--- src/rtl/smb_pkg.sv ---
package smb_pkg;

    typedef enum logic [2:0] {
        ST_IDLE,
        ST_START,
        ST_WAIT,
        ST_BIT,
        ST_ACKHOLD,
        ST_ACK,
        ST_STOP
    } smb_st_e;

endpackage

--- src/rtl/smb_tick.sv ---
module smb_tick #(
    parameter int DIV = 125
) (
    input  logic clk,
    input  logic rst_n,
    output logic tick
);
    localparam int CW = (DIV > 1) ? $clog2(DIV) : 1;
    localparam logic [CW-1:0] TOP = CW'(DIV - 1);

    logic [CW-1:0] cnt;

    always_ff @(posedge clk or negedge rst_n) begin
        if (!rst_n)
            cnt <= '0;
        else if (cnt == TOP)
            cnt <= '0;
        else
            cnt <= cnt + 1'b1;
    end

    assign tick = (cnt == TOP);
endmodule

--- src/rtl/smb_fsm.sv ---
module smb_fsm
    import smb_pkg::*;
#(
    parameter int BYTE_W = 8
) (
    input  logic              clk,
    input  logic              rst_n,
    input  logic              tick,
    input  logic              start_req,
    input  logic              stop_req,
    input  logic              dat_wr,
    input  logic [BYTE_W-1:0] dat_in,
    input  logic              irq_clr,
    input  logic              ack_wr,
    input  logic              ack_val,
    input  logic              hw_ack_en,
    input  logic              sda_i,
    output logic              scl_lo,
    output logic              sda_lo,
    output logic              irq,
    output logic              ack_rq,
    output logic              ack_rx,
    output logic              master,
    output logic              txmode,
    output logic              arb_lost,
    output logic [BYTE_W-1:0] rx_data
);
    localparam int CNT_W = (BYTE_W > 1) ? $clog2(BYTE_W) : 1;
    localparam logic [CNT_W-1:0] LAST = CNT_W'(BYTE_W - 1);

    smb_st_e st, nx;
    logic              ph;
    logic [CNT_W-1:0]  cnt;
    logic [BYTE_W-1:0] sh, txbuf;
    logic start_pend, stop_pend, loaded, rx_arm, first, dir_rd, late_irq, ack_bit;
    logic arb_hit, half_end;

    assign arb_hit  = txmode && sh[BYTE_W-1] && !sda_i;
    assign half_end = tick && ph;

    // state register
    always_ff @(posedge clk or negedge rst_n) begin
        if (!rst_n) st <= ST_IDLE;
        else        st <= nx;
    end

    // next state
    always_comb begin
        nx = st;
        unique case (st)
            ST_IDLE:    if (tick && start_pend) nx = ST_START;
            ST_START:   if (tick) nx = ST_WAIT;
            ST_WAIT: begin
                if (tick && !irq) begin
                    if (stop_pend)            nx = ST_STOP;
                    else if (loaded || rx_arm) nx = ST_BIT;
                end
            end
            ST_BIT: begin
                if (half_end) begin
                    if (arb_hit)           nx = ST_IDLE;
                    else if (cnt == LAST)  nx = (txmode || hw_ack_en) ? ST_ACK : ST_ACKHOLD;
                end
            end
            ST_ACKHOLD: if (tick && !irq) nx = ST_ACK;
            ST_ACK:     if (half_end) nx = ST_WAIT;
            ST_STOP:    if (tick) nx = ST_IDLE;
            default:    nx = ST_IDLE;
        endcase
    end

    // bus outputs
    always_comb begin
        scl_lo = 1'b0;
        sda_lo = 1'b0;
        unique case (st)
            ST_IDLE:    begin scl_lo = 1'b0; sda_lo = 1'b0; end
            ST_START:   begin scl_lo = 1'b0; sda_lo = 1'b1; end
            ST_WAIT:    begin scl_lo = 1'b1; sda_lo = 1'b1; end
            ST_BIT:     begin scl_lo = !ph;  sda_lo = txmode ? !sh[BYTE_W-1] : 1'b0; end
            ST_ACKHOLD: begin scl_lo = 1'b1; sda_lo = 1'b0; end
            ST_ACK:     begin scl_lo = !ph;  sda_lo = txmode ? 1'b0 : ack_bit; end
            ST_STOP:    begin scl_lo = 1'b0; sda_lo = 1'b1; end
            default:    begin scl_lo = 1'b0; sda_lo = 1'b0; end
        endcase
    end

    // datapath and status
    always_ff @(posedge clk or negedge rst_n) begin
        if (!rst_n) begin
            ph <= 1'b0; cnt <= '0; sh <= '0; txbuf <= '0;
            start_pend <= 1'b0; stop_pend <= 1'b0; loaded <= 1'b0; rx_arm <= 1'b0;
            first <= 1'b0; dir_rd <= 1'b0; late_irq <= 1'b0; ack_bit <= 1'b1;
            irq <= 1'b0; ack_rq <= 1'b0; ack_rx <= 1'b0; master <= 1'b0;
            txmode <= 1'b0; arb_lost <= 1'b0; rx_data <= '0;
        end else begin
            if (tick) ph <= (nx == st) ? ~ph : 1'b0;
            if (ack_wr) ack_bit <= ack_val;
            if (start_req && st == ST_IDLE) start_pend <= 1'b1;
            if (stop_req && master) stop_pend <= 1'b1;
            if (dat_wr && master) begin
                txbuf  <= dat_in;
                loaded <= 1'b1;
            end
            if (irq_clr && irq) begin
                irq <= 1'b0;
                if (!loaded && !dat_wr) begin
                    rx_arm <= 1'b1;
                    txmode <= 1'b0;
                end
            end
            if (st == ST_IDLE && nx == ST_START) begin
                start_pend <= 1'b0; stop_pend <= 1'b0;
                master <= 1'b1; txmode <= 1'b1; arb_lost <= 1'b0; first <= 1'b1;
            end
            if (st == ST_WAIT && nx == ST_BIT) begin
                sh     <= loaded ? txbuf : '1;
                txmode <= loaded;
                loaded <= 1'b0;
                rx_arm <= 1'b0;
                cnt    <= '0;
                if (first) dir_rd <= txbuf[0];
            end
            if (st == ST_BIT && half_end) begin
                sh  <= {sh[BYTE_W-2:0], sda_i};
                cnt <= cnt + 1'b1;
                if (arb_hit) begin
                    arb_lost <= 1'b1; master <= 1'b0; txmode <= 1'b0;
                    loaded <= 1'b0; rx_arm <= 1'b0; stop_pend <= 1'b0;
                end else if (cnt == LAST) begin
                    late_irq <= txmode || hw_ack_en;
                    if (!txmode) rx_data <= {sh[BYTE_W-2:0], sda_i};
                    if (!txmode && !hw_ack_en) begin
                        irq    <= 1'b1;
                        ack_rq <= 1'b1;
                    end
                end
            end
            if (st == ST_ACKHOLD && nx == ST_ACK) ack_rq <= 1'b0;
            if (st == ST_ACK && half_end) begin
                if (txmode) ack_rx <= !sda_i;
                if (late_irq) irq <= 1'b1;
                if (first) begin
                    first <= 1'b0;
                    if (dir_rd) txmode <= 1'b0;
                end
            end
            if (st == ST_STOP && tick) begin
                master <= 1'b0; txmode <= 1'b0; rx_arm <= 1'b0;
                loaded <= 1'b0; stop_pend <= 1'b0;
            end
        end
    end
endmodule

--- src/rtl/smb_byte_master.sv ---
module smb_byte_master #(
    parameter int CLK_DIV = 125,
    parameter int BYTE_W  = 8
) (
    input  logic              clk,
    input  logic              rst_n,
    input  logic              start_req,
    input  logic              stop_req,
    input  logic              dat_wr,
    input  logic [BYTE_W-1:0] dat_in,
    input  logic              irq_clr,
    input  logic              ack_wr,
    input  logic              ack_val,
    input  logic              hw_ack_en,
    input  logic              sda_in,
    output logic              scl_lo,
    output logic              sda_lo,
    output logic              irq,
    output logic              ack_rq,
    output logic              ack_rx,
    output logic              master,
    output logic              txmode,
    output logic              arb_lost,
    output logic [BYTE_W-1:0] rx_data
);
    logic tick;

    smb_tick #(.DIV(CLK_DIV)) u_tick (
        .clk(clk), .rst_n(rst_n), .tick(tick)
    );

    smb_fsm #(.BYTE_W(BYTE_W)) u_fsm (
        .clk(clk), .rst_n(rst_n), .tick(tick),
        .start_req(start_req), .stop_req(stop_req),
        .dat_wr(dat_wr), .dat_in(dat_in), .irq_clr(irq_clr),
        .ack_wr(ack_wr), .ack_val(ack_val), .hw_ack_en(hw_ack_en),
        .sda_i(sda_in), .scl_lo(scl_lo), .sda_lo(sda_lo),
        .irq(irq), .ack_rq(ack_rq), .ack_rx(ack_rx),
        .master(master), .txmode(txmode), .arb_lost(arb_lost),
        .rx_data(rx_data)
    );
endmodule

--- config.mk ---
export PLATFORM = sky130hd
export DESIGN_NAME = smb_byte_master
export DESIGN_NICKNAME = d
export VERILOG_FILES = /design/src/rtl/smb_pkg.sv /design/src/rtl/smb_tick.sv /design/src/rtl/smb_fsm.sv /design/src/rtl/smb_byte_master.sv
export SDC_FILE = /design/constraint.sdc
export NUM_CORES = 1
export LEC_CHECK = 0
export BUFFER_PORTS_ARGS = -buffer_cell sky130_fd_sc_hd__clkbuf_2
export CORE_MARGIN = 2
export CORE_UTILIZATION = 32
export DETAILED_ROUTE_END_ITERATION = 10
export PLACE_DENSITY = 0.53
export SLEW_MARGIN = 40
export SYNTH_ARGS = -nofsm -noshare
export SYNTH_HDL_FRONTEND = slang
export SYNTH_SLANG_ARGS = --single-unit
--- constraint.sdc ---
create_clock -name clk -period 1.65 [get_ports clk]
set_input_delay 0.165 -clock clk [delete_from_list [all_inputs] [get_ports clk]]
set_output_delay 0.165 -clock clk [all_outputs]
set_load 0.01 [all_outputs]
Yosys cells after proc, flatten, opt, wreduce, memory -nomap -nowiden --
Cells that the tools add are included.
Storage, ports and cells: memories kept 0, ROM bits 0, bits in writable memories 0, bits in registers 52, input port bits 18, output and inout port bits 16, latch bits 0, logic and storage cells 154
Cells by class: div/mod/pow operators 0, order comparisons 0, shifts and indexed selects 0, equal/unequal tests 13, reductions and logical operators 41, bitwise gates (word level) 3, add/sub/neg operators 2, multiplexer cells 74, multiply operators 0
Operators with widths (count):
- 1-bit 2-to-1 mux | 54
- 3-bit 2-to-1 mux | 13
- 8-bit 2-to-1 mux | 3
- 3-bit case mux with 7 select lines | 1
- 1-bit logical AND | 17
- 3-bit equality test, second input constant | 5
- 2-bit nonzero test | 5
- 3-bit by 2-bit equality test with 1-bit output, second input constant | 3
- 1-bit logical NOT | 8
- 4-bit AND reduction | 2
- 7-bit by 1-bit adder with 7-bit output, second input constant | 1
- 7-bit equality test, second input constant | 1
- 7-bit 2-to-1 mux | 1
- 3-bit by 1-bit equality test with 1-bit output, second input constant | 2
- 2-bit AND reduction | 2
- 2-bit OR reduction | 2
- 3-bit by 1-bit adder with 3-bit output, second input constant | 1
- 3-bit equality test | 1
- 3-bit logical NOT | 1
- 1-bit inverter | 3
- 1-bit case mux with 3 select lines | 1
- 3-bit AND reduction | 1
- 3-bit OR reduction | 1
- 1-bit logical OR | 2
- 2 further kinds | 2

Longest topological paths before layout --
depth in word-level cells 16, depth in mapped cells 7, gate-level depth less buffers 6

Modules after synthesis --
From an unflattened synthesis, not the netlist that was laid out.
Unflattened totals: cells, all modules 231, area total of the unflattened synthesis 2524.9 µm²
By module, submodules not included:
- smb_fsm | times used 1, seq. area each 1127.3 µm², cells an instance 200, area an instance 2179.6 µm²
- smb_tick | times used 1, seq. area each 175.2 µm², cells an instance 31, area an instance 345.3 µm²

Least setup slack after synthesis --
No wires, ideal clock.
kind register to register, from register u_tick.cnt[0], to register u_fsm.rx_data[0], path slack -189 ps, data required time 1525 ps, cell stages (with the launch flop) 7, arrival time 1715 ps, period minus slack after synthesis 1839 ps, path through dfrtp_1 -> inv_1 -> ha_1 -> nand4_2 -> nor4_4 -> nand3_4 -> mux2_2
On the way: longest elaborated chain between the ends 4
Ends and longest elaborated chain:
- start, declared | line smb_tick.sv:11 | logic [CW-1:0] cnt;
- start signal, assigned | line smb_tick.sv:19 | cnt <= cnt + 1'b1;
- 7-bit equality test | line smb_tick.sv:22 | assign tick = (cnt == TOP);
- 1-bit logical AND | line smb_fsm.sv:39 | assign half_end = tick && ph;
- 1-bit logical AND | line smb_fsm.sv:124 | if (st == ST_BIT && half_end) begin
- 4-bit AND reduction (no source line)
- end signal, assigned | line smb_fsm.sv:132 | if (!txmode) rx_data <= {sh[BYTE_W-2:0], sda_i};
- end, declared | line smb_fsm.sv:26 | output logic [BYTE_W-1:0] rx_data
No other way between the ends. A chain may end at the register's enable or synchronous reset.

Worst setup path in the final report --
from register u_tick.cnt[1], to register u_fsm.ph
On the way: longest elaborated chain between the ends 6
Ends and longest elaborated chain:
- 7-bit equality test * | line smb_tick.sv:22
- 1-bit logical AND, on equally long branches
- 3-bit 2-to-1 mux, on equally long branches
- 3-bit case mux with 7 select lines | line smb_fsm.sv:50 | unique case (st)
- 3-bit equality test | line smb_fsm.sv:97 | if (tick) ph <= (nx == st) ? ~ph : 1'b0;
- 1-bit 2-to-1 mux | line smb_fsm.sv:97
- end signal, assigned | line smb_fsm.sv:97
- end, declared | line smb_fsm.sv:32 | logic ph;
Mark *: on every way between the ends. The rest lies on a longest branch, timed or not.

==> run metrics <==
crit-path cells inv_2 -> ha_4 -> and4_4 -> buf_4 -> a32oi_1 -> a2111oi_0 -> a211oi_1; Worst-Margin Slew 0.425 ns; Critical Path End Type register; Root Buffer clkbuf_8; DP Cell Count 415; Die X 93.8 um; Die Ht 93.8 um; Pwr Total 2.17 mW; Most used DFF post-synth dfrtp_1; Util after Layout 45.6%; Placement Rows 32; Critical Path Start Type register; DP HPWL 4830 um; fin nets 349; initial core utilization 33.2%; M1 WL 3070 um; Final Slew Violations 0; EDFF count, synth 0; first-pass GRT wire length 10,600 um; Peak VDD IR 0.000376 V; die area 8810 um2; Hold EP u_fsm.ack_bit; CTS tree yes; Clock Pin Slew Worst Setup and Hold Paths 0.10 ns; RR Endpoint u_fsm.ph; Max-slew headroom 71.0%; ranking of synthesized cells by area dfrtp_1 49%, mux2_2 8.3%, a21oi_1 3.5%; most instantiated library cell after synthesis dfrtp_1; global route overflow 0; Fin Clk Skew 0.0168 ns; area leader, netlist dfrtp_1; Synth warnings 0; Power Density 612 nW/um2; status complete, but fails checks; core area 7770 um2; routed vias/inst 5.14; Synth Instances 246; Skew-Pair Late Insertion Delay 0.31 ns; Worst Path Max Fanout 3; Port Buffers 33; largest net degree at the start of global routing 29; Pleak 1.63 nW; Async SR Flop Fraction 100%; Syn Std Cell Area 2580 um2; final non-filler cell total 429; NetSw 522 uW; CTS buffer count 5; Synth-to-Final Area Change 37.2%; Pre-Repair DR Iteration Count 4; initial drt markers 187; fin crit share 108%; DR DRC count 0; RePlAce Congestion 0.914; drt wl/cell 15.1 um; Synth top area share 49.4%; Worst EP required 1.83 ns; RSZ-0062 raised after global routing yes; metal2 WL 2990 um; worst reg2reg setup slack -0.14 ns; Cell Int Power 1.65 mW; most frequent cells after synthesis 51 x dfrtp_1, 21 x nor2_1, 19 x mux2_2; Net Sw Frac 24.1%; layout cells sized above 1 44.0%; area taken by flip-flops and latches 1300 um2; # Max-Cap Violations 0; Seq/Total Area, Yosys 50.4%; antenna violations before repair 0; total routed wirelength 6460 um; Seq pwr share 59.5%; Crit Path Class register to register; Slowest-stage cell, CP a2111oi_0; failing checks negative setup slack; Filler cells 731; worst-case clock buffer depth 2; Comb pwr share 5.8%; met3 WL 324 um; Clk pwr share 34.8%; n_diodes 0; Crit path max-delay family compound AO/OA/AOI/OAI gates; Period minus WS final 1.79 ns; min-delay src ack_val; DR vias 2,203; H-tree Lvls 2; worst path bufs/invs 2; final worst slack -0.138 ns; All-Layer GR Usage 15.5%; Synth Register Bits 52; Multi-input gate area 1390 um2; post-synth cell types 45; crit path DAT 1.97 ns; fmax 0.559 GHz; Post-DP Area 3250 um2; CP Launch Point u_tick.cnt[1]; reg2reg start u_tick.cnt[1]; Worst path max stage delay 0.44 ns; final hold viol count 0; Final Instance Area 3540 um2; synthesized net count 269; IO Pins 34; vias in the first global route 2,131; Num Clock Sinks 52; reg2reg path depth 7; worst hold path class primary input to register; Avg Inst Size Synth 10.5 um2; antenna viol nets, final 0; DR top layer met4; final setup violating endpoints 20; DP Worst Slack -0.111 ns; worst hold path depth 2
[through the flow]
step | hold slack [ns] | TNS [ns]
global placement | 0.105 | -1.41
CTS | 0.0696 | -0.569
global route | 0.0845 | -3.35
detailed placement | 0.0986 | -1.43
floorplan | -0.131 | -0.0139
finish | 0.0827 | -1.05
[flip-flops by register name, summed over array words and instances, names as in the netlist]
register,count
u_fsm.master,1
u_fsm.txbuf,8
u_fsm.cnt,3
u_fsm.first,1
u_fsm.dir_rd,1
u_fsm.rx_arm,1
u_fsm.start_pend,1
u_fsm.rx_data,8
u_fsm.ack_rq,1
u_fsm.arb_lost,1
u_fsm.stop_pend,1
u_fsm.sh,8
u_fsm.irq,1
u_fsm.ack_bit,1
u_fsm.st,3
u_fsm.ack_rx,1
u_tick.cnt,7
u_fsm.late_irq,1
u_fsm.loaded,1
u_fsm.txmode,1
u_fsm.ph,1
[kinds of logic (layout without fill, tap and decap cells)]
| logic type | count (synthesis) | after routing | synth area share [%] |
|---|---|---|---|
| mux | 20 | 20 | 8.67 |
| buf+inv | 20 | 101 | 3.15 |
| xor+xnor | 3 | 3 | 1.02 |
| simple gates | 88 | 88 | 19.6 |
| flops | 52 | 52 | 50.4 |
| compound gates | 58 | 58 | 14.7 |
| fa+ha+maj | 5 | 5 | 2.42 |
[placed cells by master, fill, tap and decap left out, types with 5 or more instances in the layout]
cell type / count
dfrtp_1: 51
buf_4: 46
clkbuf_2: 33
nor2_1: 20
mux2_2: 17
nand2_1: 16
a21oi_1: 15
nand3_1: 9
o31ai_1: 8
nor4b_2: 6
o21ai_0: 5
inv_1: 5
a31oi_1: 5
clkbuf_8: 5
[cell type report]
cell class | instances | area share, %
timing repair buffer | 86 | 17.0
clock buffer | 5 | 1.94
sequential | 52 | 36.8
multi-input combinational | 174 | 39.2
tap | 102 | 3.60
clock inverter | 3 | 0.706
inverter | 7 | 0.742
[per-layer routing]
| layer | vias up | global-route usage [%] |
|---|---|---|
| li1 | 1071 | - |
| met1 | 1063 | 21.9 |
| met2 | 61 | 24.0 |
| met3 | 8 | 3.45 |
| met4 | 0 | 4.35 |
| met5 | - | 0 |
[worst reg2reg max path: stages (launching register included)]
cell,delay [ns]
dfrtp_1,0.40
inv_2,0.08
ha_4,0.16
and4_4,0.25
buf_4,0.13
a32oi_1,0.12
a2111oi_0,0.44
a211oi_1,0.09
[worst max path at each step]
stage,to,cells past startpoint
6_report,u_fsm.ph,7
5_1_grt,u_fsm.st[0],6
4_1_cts,u_fsm.st[0],6
3_5_place_dp,u_fsm.txmode,8
3_3_place_gp,u_fsm.cnt[0],5
2_1_floorplan,u_fsm.txmode,5
[power by group through the flow]
stage          clock network (mW)  logic [mW]  registers [mW]
3_3_place_gp                    0       0.115            1.32
3_5_place_dp                    0       0.114            1.32
4_1_cts                     0.790       0.125            1.29
2_1_floorplan                   0      0.0286            1.32
6_report                    0.755       0.125            1.29
5_1_grt                     0.831       0.139            1.29
[repair_timing]
action / in CTS / in global routing
endpoints found under the setup margin: 30 / 37
buffers inserted: 4 / 1
hold buffers: 1 / 0
gates cloned: 1 / 0
pin swaps: 1 / 4
resized for setup: 15 / 16
endpoints found under the hold margin: 10 / 0
No activity file was read; power rests on OpenSTA's default activity.
